<file path="config.mk">
export PLATFORM = sky130hd
export DESIGN_NAME = acc_fde_core
export DESIGN_NICKNAME = d
export VERILOG_FILES = /design/src/rtl/acc_fde_pkg.sv /design/src/rtl/acc_fde_ctrl.sv /design/src/rtl/acc_fde_dpath.sv /design/src/rtl/acc_fde_core.sv
export SDC_FILE = /design/constraint.sdc
export NUM_CORES = 1
export LEC_CHECK = 0
export ABC_AREA = 1
export BUFFER_PORTS_ARGS = -buffer_cell sky130_fd_sc_hd__buf_4
export CORE_ASPECT_RATIO = 0.5
export CORE_MARGIN = 5
export CORE_UTILIZATION = 55
export CTS_CLUSTER_DIAMETER = 40
export CTS_CLUSTER_SIZE = 10
export DETAILED_ROUTE_END_ITERATION = 8
export PLACE_DENSITY = 0.84
export SLEW_MARGIN = 20
export SYNTH_ARGS = -nofsm -noshare
export SYNTH_HDL_FRONTEND = slang
export SYNTH_SLANG_ARGS = --single-unit
</file>
<file path="constraint.sdc">
create_clock -name clk -period 6 [get_ports clk]
set_input_delay 1.8 -clock clk [delete_from_list [all_inputs] [get_ports clk]]
set_output_delay 1.8 -clock clk [all_outputs]
set_load 0.02 [all_outputs]
</file>
<file path="src/rtl/acc_fde_pkg.sv">
package acc_fde_pkg;

  typedef enum logic [2:0] {
    OP_LOAD  = 3'd0,
    OP_STORE = 3'd1,
    OP_ADD   = 3'd2,
    OP_SUB   = 3'd3,
    OP_AND   = 3'd4,
    OP_JMP   = 3'd5,
    OP_JZ    = 3'd6,
    OP_HALT  = 3'd7
  } opCode_e;

  typedef enum logic [3:0] {
    ST_F_ADDR,
    ST_F_READ,
    ST_F_CAPT,
    ST_F_LOAD,
    ST_DECODE,
    ST_X_READ,
    ST_X_CAPT,
    ST_EXEC,
    ST_IRQ_CHK,
    ST_HALT
  } seqState_e;

  typedef struct packed {
    logic marFromPc;
    logic marFromOpd;
    logic pcInc;
    logic mdrCapt;
    logic cirLoad;
    logic execAlu;
    logic memWr;
    logic pcJump;
    logic irqTake;
  } ctrlStrobe_t;

endpackage

</file>
<file path="src/rtl/acc_fde_ctrl.sv">
module acc_fde_ctrl
  import acc_fde_pkg::*;
(
  input  logic        clk,
  input  logic        rstN,
  input  opCode_e     op,
  input  logic        modeDirect,
  input  logic        zeroFlag,
  input  logic        irqPend,
  output ctrlStrobe_t strb,
  output logic        halted
);

  seqState_e stateQ, stateD;
  logic      needsData;

  assign needsData = (op != OP_STORE) && (op != OP_HALT);
  assign halted    = (stateQ == ST_HALT);

  always_ff @(posedge clk) begin
    if (!rstN) stateQ <= ST_F_ADDR;
    else       stateQ <= stateD;
  end

  always_comb begin
    strb   = '0;
    stateD = stateQ;
    unique case (stateQ)
      ST_F_ADDR: begin
        strb.marFromPc = 1'b1;
        stateD = ST_F_READ;
      end
      ST_F_READ: begin
        strb.pcInc = 1'b1;
        stateD = ST_F_CAPT;
      end
      ST_F_CAPT: begin
        strb.mdrCapt = 1'b1;
        stateD = ST_F_LOAD;
      end
      ST_F_LOAD: begin
        strb.cirLoad = 1'b1;
        stateD = ST_DECODE;
      end
      ST_DECODE: begin
        if (op == OP_STORE || (modeDirect && needsData)) strb.marFromOpd = 1'b1;
        stateD = (modeDirect && needsData) ? ST_X_READ : ST_EXEC;
      end
      ST_X_READ: stateD = ST_X_CAPT;
      ST_X_CAPT: begin
        strb.mdrCapt = 1'b1;
        stateD = ST_EXEC;
      end
      ST_EXEC: begin
        stateD = ST_IRQ_CHK;
        case (op)
          OP_HALT:  stateD = ST_HALT;
          OP_STORE: strb.memWr = 1'b1;
          OP_JMP:   strb.pcJump = 1'b1;
          OP_JZ:    strb.pcJump = zeroFlag;
          default:  strb.execAlu = 1'b1;
        endcase
      end
      ST_IRQ_CHK: begin
        strb.irqTake = irqPend;
        stateD = ST_F_ADDR;
      end
      ST_HALT: stateD = ST_HALT;
      default: stateD = ST_F_ADDR;
    endcase
  end

endmodule

</file>
<file path="src/rtl/acc_fde_dpath.sv">
module acc_fde_dpath
  import acc_fde_pkg::*;
#(
  parameter int unsigned ADDR_W  = 8,
  parameter int unsigned DATA_W  = 8,
  parameter logic [ADDR_W-1:0] IRQ_VEC = 8'hF0
) (
  input  logic              clk,
  input  logic              rstN,
  input  ctrlStrobe_t       strb,
  input  logic [DATA_W-1:0] memRdData,
  input  logic              irqReq,
  output logic [ADDR_W-1:0] memAddr,
  output logic [DATA_W-1:0] memWrData,
  output opCode_e           op,
  output logic              modeDirect,
  output logic              zeroFlag,
  output logic              irqPend,
  output logic [ADDR_W-1:0] irqRetPc
);

  localparam int unsigned OP_W   = 3;
  localparam int unsigned OPND_W = DATA_W - OP_W - 1;
  localparam int unsigned MODE_B = OPND_W;

  logic [ADDR_W-1:0] pcQ, marQ, shadowQ;
  logic [DATA_W-1:0] mdrQ, cirQ, accQ;
  logic              zeroQ, carryQ, pendQ, reqPrevQ;

  logic [OPND_W-1:0] opnd;
  logic [DATA_W-1:0] opVal;
  logic [DATA_W:0]   aluWide;
  logic              reqRise;

  assign op         = opCode_e'(cirQ[DATA_W-1 -: OP_W]);
  assign modeDirect = cirQ[MODE_B];
  assign opnd       = cirQ[OPND_W-1:0];
  assign opVal      = modeDirect ? mdrQ : DATA_W'(opnd);
  assign reqRise    = irqReq && !reqPrevQ;

  assign memAddr   = marQ;
  assign memWrData = accQ;
  assign zeroFlag  = zeroQ;
  assign irqPend   = pendQ;
  assign irqRetPc  = shadowQ;

  always_comb begin
    case (op)
      OP_ADD:  aluWide = {1'b0, accQ} + {1'b0, opVal};
      OP_SUB:  aluWide = {1'b0, accQ} - {1'b0, opVal};
      OP_AND:  aluWide = {carryQ, accQ & opVal};
      default: aluWide = {carryQ, opVal};
    endcase
  end

  always_ff @(posedge clk) begin
    if (!rstN) begin
      pcQ      <= '0;
      marQ     <= '0;
      mdrQ     <= '0;
      cirQ     <= '0;
      accQ     <= '0;
      zeroQ    <= 1'b0;
      carryQ   <= 1'b0;
      pendQ    <= 1'b0;
      reqPrevQ <= 1'b0;
      shadowQ  <= '0;
    end else begin
      reqPrevQ <= irqReq;
      pendQ    <= reqRise || (pendQ && !strb.irqTake);
      if (strb.marFromPc)  marQ <= pcQ;
      if (strb.marFromOpd) marQ <= ADDR_W'(opnd);
      if (strb.mdrCapt)    mdrQ <= memRdData;
      if (strb.cirLoad)    cirQ <= mdrQ;
      if (strb.pcInc)      pcQ  <= pcQ + 1'b1;
      if (strb.pcJump)     pcQ  <= ADDR_W'(opVal);
      if (strb.execAlu) begin
        accQ   <= aluWide[DATA_W-1:0];
        zeroQ  <= (aluWide[DATA_W-1:0] == '0);
        carryQ <= aluWide[DATA_W];
      end
      if (strb.irqTake) begin
        shadowQ <= pcQ;
        pcQ     <= IRQ_VEC;
      end
    end
  end

endmodule

</file>
<file path="src/rtl/acc_fde_core.sv">
module acc_fde_core
  import acc_fde_pkg::*;
#(
  parameter int unsigned ADDR_W  = 8,
  parameter int unsigned DATA_W  = 8,
  parameter logic [ADDR_W-1:0] IRQ_VEC = 8'hF0
) (
  input  logic              clk,
  input  logic              rstN,
  output logic [ADDR_W-1:0] memAddr,
  output logic              memWrEn,
  output logic [DATA_W-1:0] memWrData,
  input  logic [DATA_W-1:0] memRdData,
  input  logic              irqReq,
  output logic              irqAck,
  output logic [ADDR_W-1:0] irqRetPc
);

  ctrlStrobe_t strb;
  opCode_e     opW;
  logic        modeW, zeroW, pendW, haltedW;

  acc_fde_ctrl ctrl_i (
    .clk       (clk),
    .rstN      (rstN),
    .op        (opW),
    .modeDirect(modeW),
    .zeroFlag  (zeroW),
    .irqPend   (pendW),
    .strb      (strb),
    .halted    (haltedW)
  );

  acc_fde_dpath #(
    .ADDR_W (ADDR_W),
    .DATA_W (DATA_W),
    .IRQ_VEC(IRQ_VEC)
  ) dpath_i (
    .clk       (clk),
    .rstN      (rstN),
    .strb      (strb),
    .memRdData (memRdData),
    .irqReq    (irqReq),
    .memAddr   (memAddr),
    .memWrData (memWrData),
    .op        (opW),
    .modeDirect(modeW),
    .zeroFlag  (zeroW),
    .irqPend   (pendW),
    .irqRetPc  (irqRetPc)
  );

  assign memWrEn = strb.memWr;
  assign irqAck  = strb.irqTake;

endmodule

</file>
==> impl_metrics.toml <==
[outcome]
status = "finished, final reports clean"

[setup_path]
crit_type = "flip-flop to output pin"
cp_max_fo = 15
cp-end-kind = "output pin"
cp.required_ns = 4.20
critPathLaunchType = "flip-flop"
cp.arrival_ns = 1.75

[worst_hold_path]
min_path_type = "flip-flop to flip-flop"

[final_layout]
syn_to_final_growth_pct = 14.24
fillCellCount = 512
design_area_um2 = 3502
antennaDiodeCount = 0
fin_nets = 524
drive_above_1_share = 0.1153

[die]
die-area_um2 = 7257
die_h_um = 62.79
core_area_um2 = 5444
ios = 37
start_util = 0.5631
die_w_um = 115.6
num_rows = 19

[synthesis]
syn_nets = 489
synth_area_um2 = 3065
ys_top_cells_by_area = "dfxtp_1 36%, nand2_1 15%, inv_1 9.6%"
synth_cells = 467
syn_avg_cell_area_um2 = 6.564
synthArstFlopShare = 0
synth_edf_count = 0
ys_seq_area_frac = 0.3592
synth_top_area_share = 0.3592
synth_common_cells = "122 x nand2_1, 78 x inv_1, 55 x dfxtp_1, 40 x nor2_1, 36 x a21oi_1"
ys_seq_elements = 55
synth.distinct_cells = 30
synth.most_common_cell = "nand2_1"
ys.flop_type = "dfxtp_1"
synth.largest_area_cell = "dfxtp_1"
yosysWarnings = 0

[clocking]
cts_max_level = 2
cts_root_buf = "clkbuf_8"
insertion_delay_ns = 0.31
clkTransAtPathRegs_ns = 0.10
clock_sinks = 55
cts_post_setup_buffers_inserted = 0
cts_tree = "built"
numCtsBuffers = 5
cts-resized-gates = 0
cts_hold_buf = 0
clock_path_buffers = 2

[routing]
wire_per_inst_um = 12.70
drt_pass1_iterations = 5
met1_length_um = 3593
wl_met3_um = 561
vias = 3111
postRouteAntennaNets = 0
drcViolationCount = 0
wl_met2_um = 3076
post_drt_via_cell_ratio = 5.401
top_layer_used = "met4"
drtIter0Drc = 234
drt_wl_total_um = 7314

[sta]
tns_ns = 0
rsz0062_at_grt = "no"
fmax_ghz = 0.2815
holdWs_ns = 0.4298
setup_violations = 0
drv_slew = 0
max_slew.worst_pin.slew_ns = 0.7499
hold_viol_final = 0
finalCritPeriodShare = 0.5921
finalCriticalPeriod_ns = 3.552
fin_skew_ns = 0.009028
relSlewSlack = 0.4982

[placement]
port-buffer-count = 36
gp_congestion = 0.9022
dpl.hpwl_um = 5360
placed_area_um2 = 3391

[global_route]
gr-usage-all-layers = 0.2064
grt-ovfl-total = 0
grt_pass1_wl_um = 12370
antenna_found_initial = 0
first_global_vias = 2733
grt_max_degree = 34

[job]
cap_violations = 0

[pwr]
p_leak_nw = 1.739
vdd_drop_max_mv = 0.1328
powerDensity_nw_per_um2 = 244.8
==> logic make-up (layout without fill, tap and decap cells) <==
group / after synthesis / after routing / synth area share
and+or+nand+nor: 202 / 202 / 0.2776
AOI/OAI and AO/OA: 99 / 99 / 0.1767
buffers and inverters: 91 / 127 / 0.1135
DFF: 55 / 55 / 0.3592
adders and majority gates: 11 / 11 / 0.04735
xor gates and xnor gates: 9 / 9 / 0.02572
==> cells in the final DEF, fill, tap and decap left out, types with 2 or more instances in the layout <==
master and count:
a211oi_1 4, a21oi_1 36, a31oi_1 13, buf_4 36, clkbuf_8 5, dfxtp_1 55
ha_1 10, inv_1 78, inv_2 5, nand2_1 122, nand2_2 3, nand3_1 27
nand3_2 4, nand4_1 2, nor2_1 40, o211ai_1 4, o21ai_0 34, o21ai_1 4
xor2_1 8
==> per-stage QoR <==
stage / worst slack (ns) / std cells / power (mW) / util
floorplan: 3.129 / 467 / 0.5606 / -
global placement: 2.906 / 568 / 0.6018 / 0.6228
detailed placement: 2.816 / 568 / 0.6073 / 0.6228
CTS: 2.469 / 576 / 0.8556 / 0.6433
global route: 2.293 / 576 / 0.9021 / 0.6433
finish: 2.448 / 576 / 0.8572 / 0.6433
==> critical path, cell delays in order, from the launching register on <==
cell and delay, ns:
dfxtp_1 0.43, inv_1 0.10, nor2_1 0.14, nand3_1 0.19
inv_1 0.36, buf_4 0.22
==> routing by layer <==
layer,up-vias,GRT usage
met3,14,0.04159
met5,-,0
li1,1560,-
met1,1417,0.3047
met4,0,0.03953
met2,120,0.3112
==> final timing paths <==
check	start	end	slack [ns]	cells past startpoint
worst max-delay path	ctrl_i.stateQ[3]	irqAck	2.45	5
worst min-delay path	dpath_i.reqPrevQ	dpath_i.irqPend	0.43	1
worst max register to register	dpath_i.cirQ[4]	dpath_i.zeroFlag	2.80	17
worst min register to register	dpath_i.reqPrevQ	dpath_i.irqPend	0.43	1
==> area by class of cell <==
type	instances	area (µm²)	share of cell area
multi-input combinational	321	1617	0.4616
sequential	55	1101	0.3144
inverter	83	311.5	0.08896
timing repair buffer	36	270.3	0.07717
tap	73	91.34	0.02608
clock buffer	6	72.57	0.02072
clock inverter	2	38.79	0.01108
==> power by group <==
group	switching, mW	internal, mW
clock network	0.127	0.126
registers	0.0156	0.382
logic	0.132	0.0743
total	0.275	0.582
==> state kept, by name, indices dropped and copies added, names as in the netlist <==
register           count
dpath_i.reqPrevQ       1
dpath_i.irqPend        1
dpath_i.cirQ           8
dpath_i.pcQ            8
dpath_i.mdrQ           8
ctrl_i.stateQ          4
dpath_i.memAddr        8
dpath_i.memWrData      8
dpath_i.zeroFlag       1
dpath_i.irqRetPc       8
Note: power is estimated with default switching activity, not from simulation.
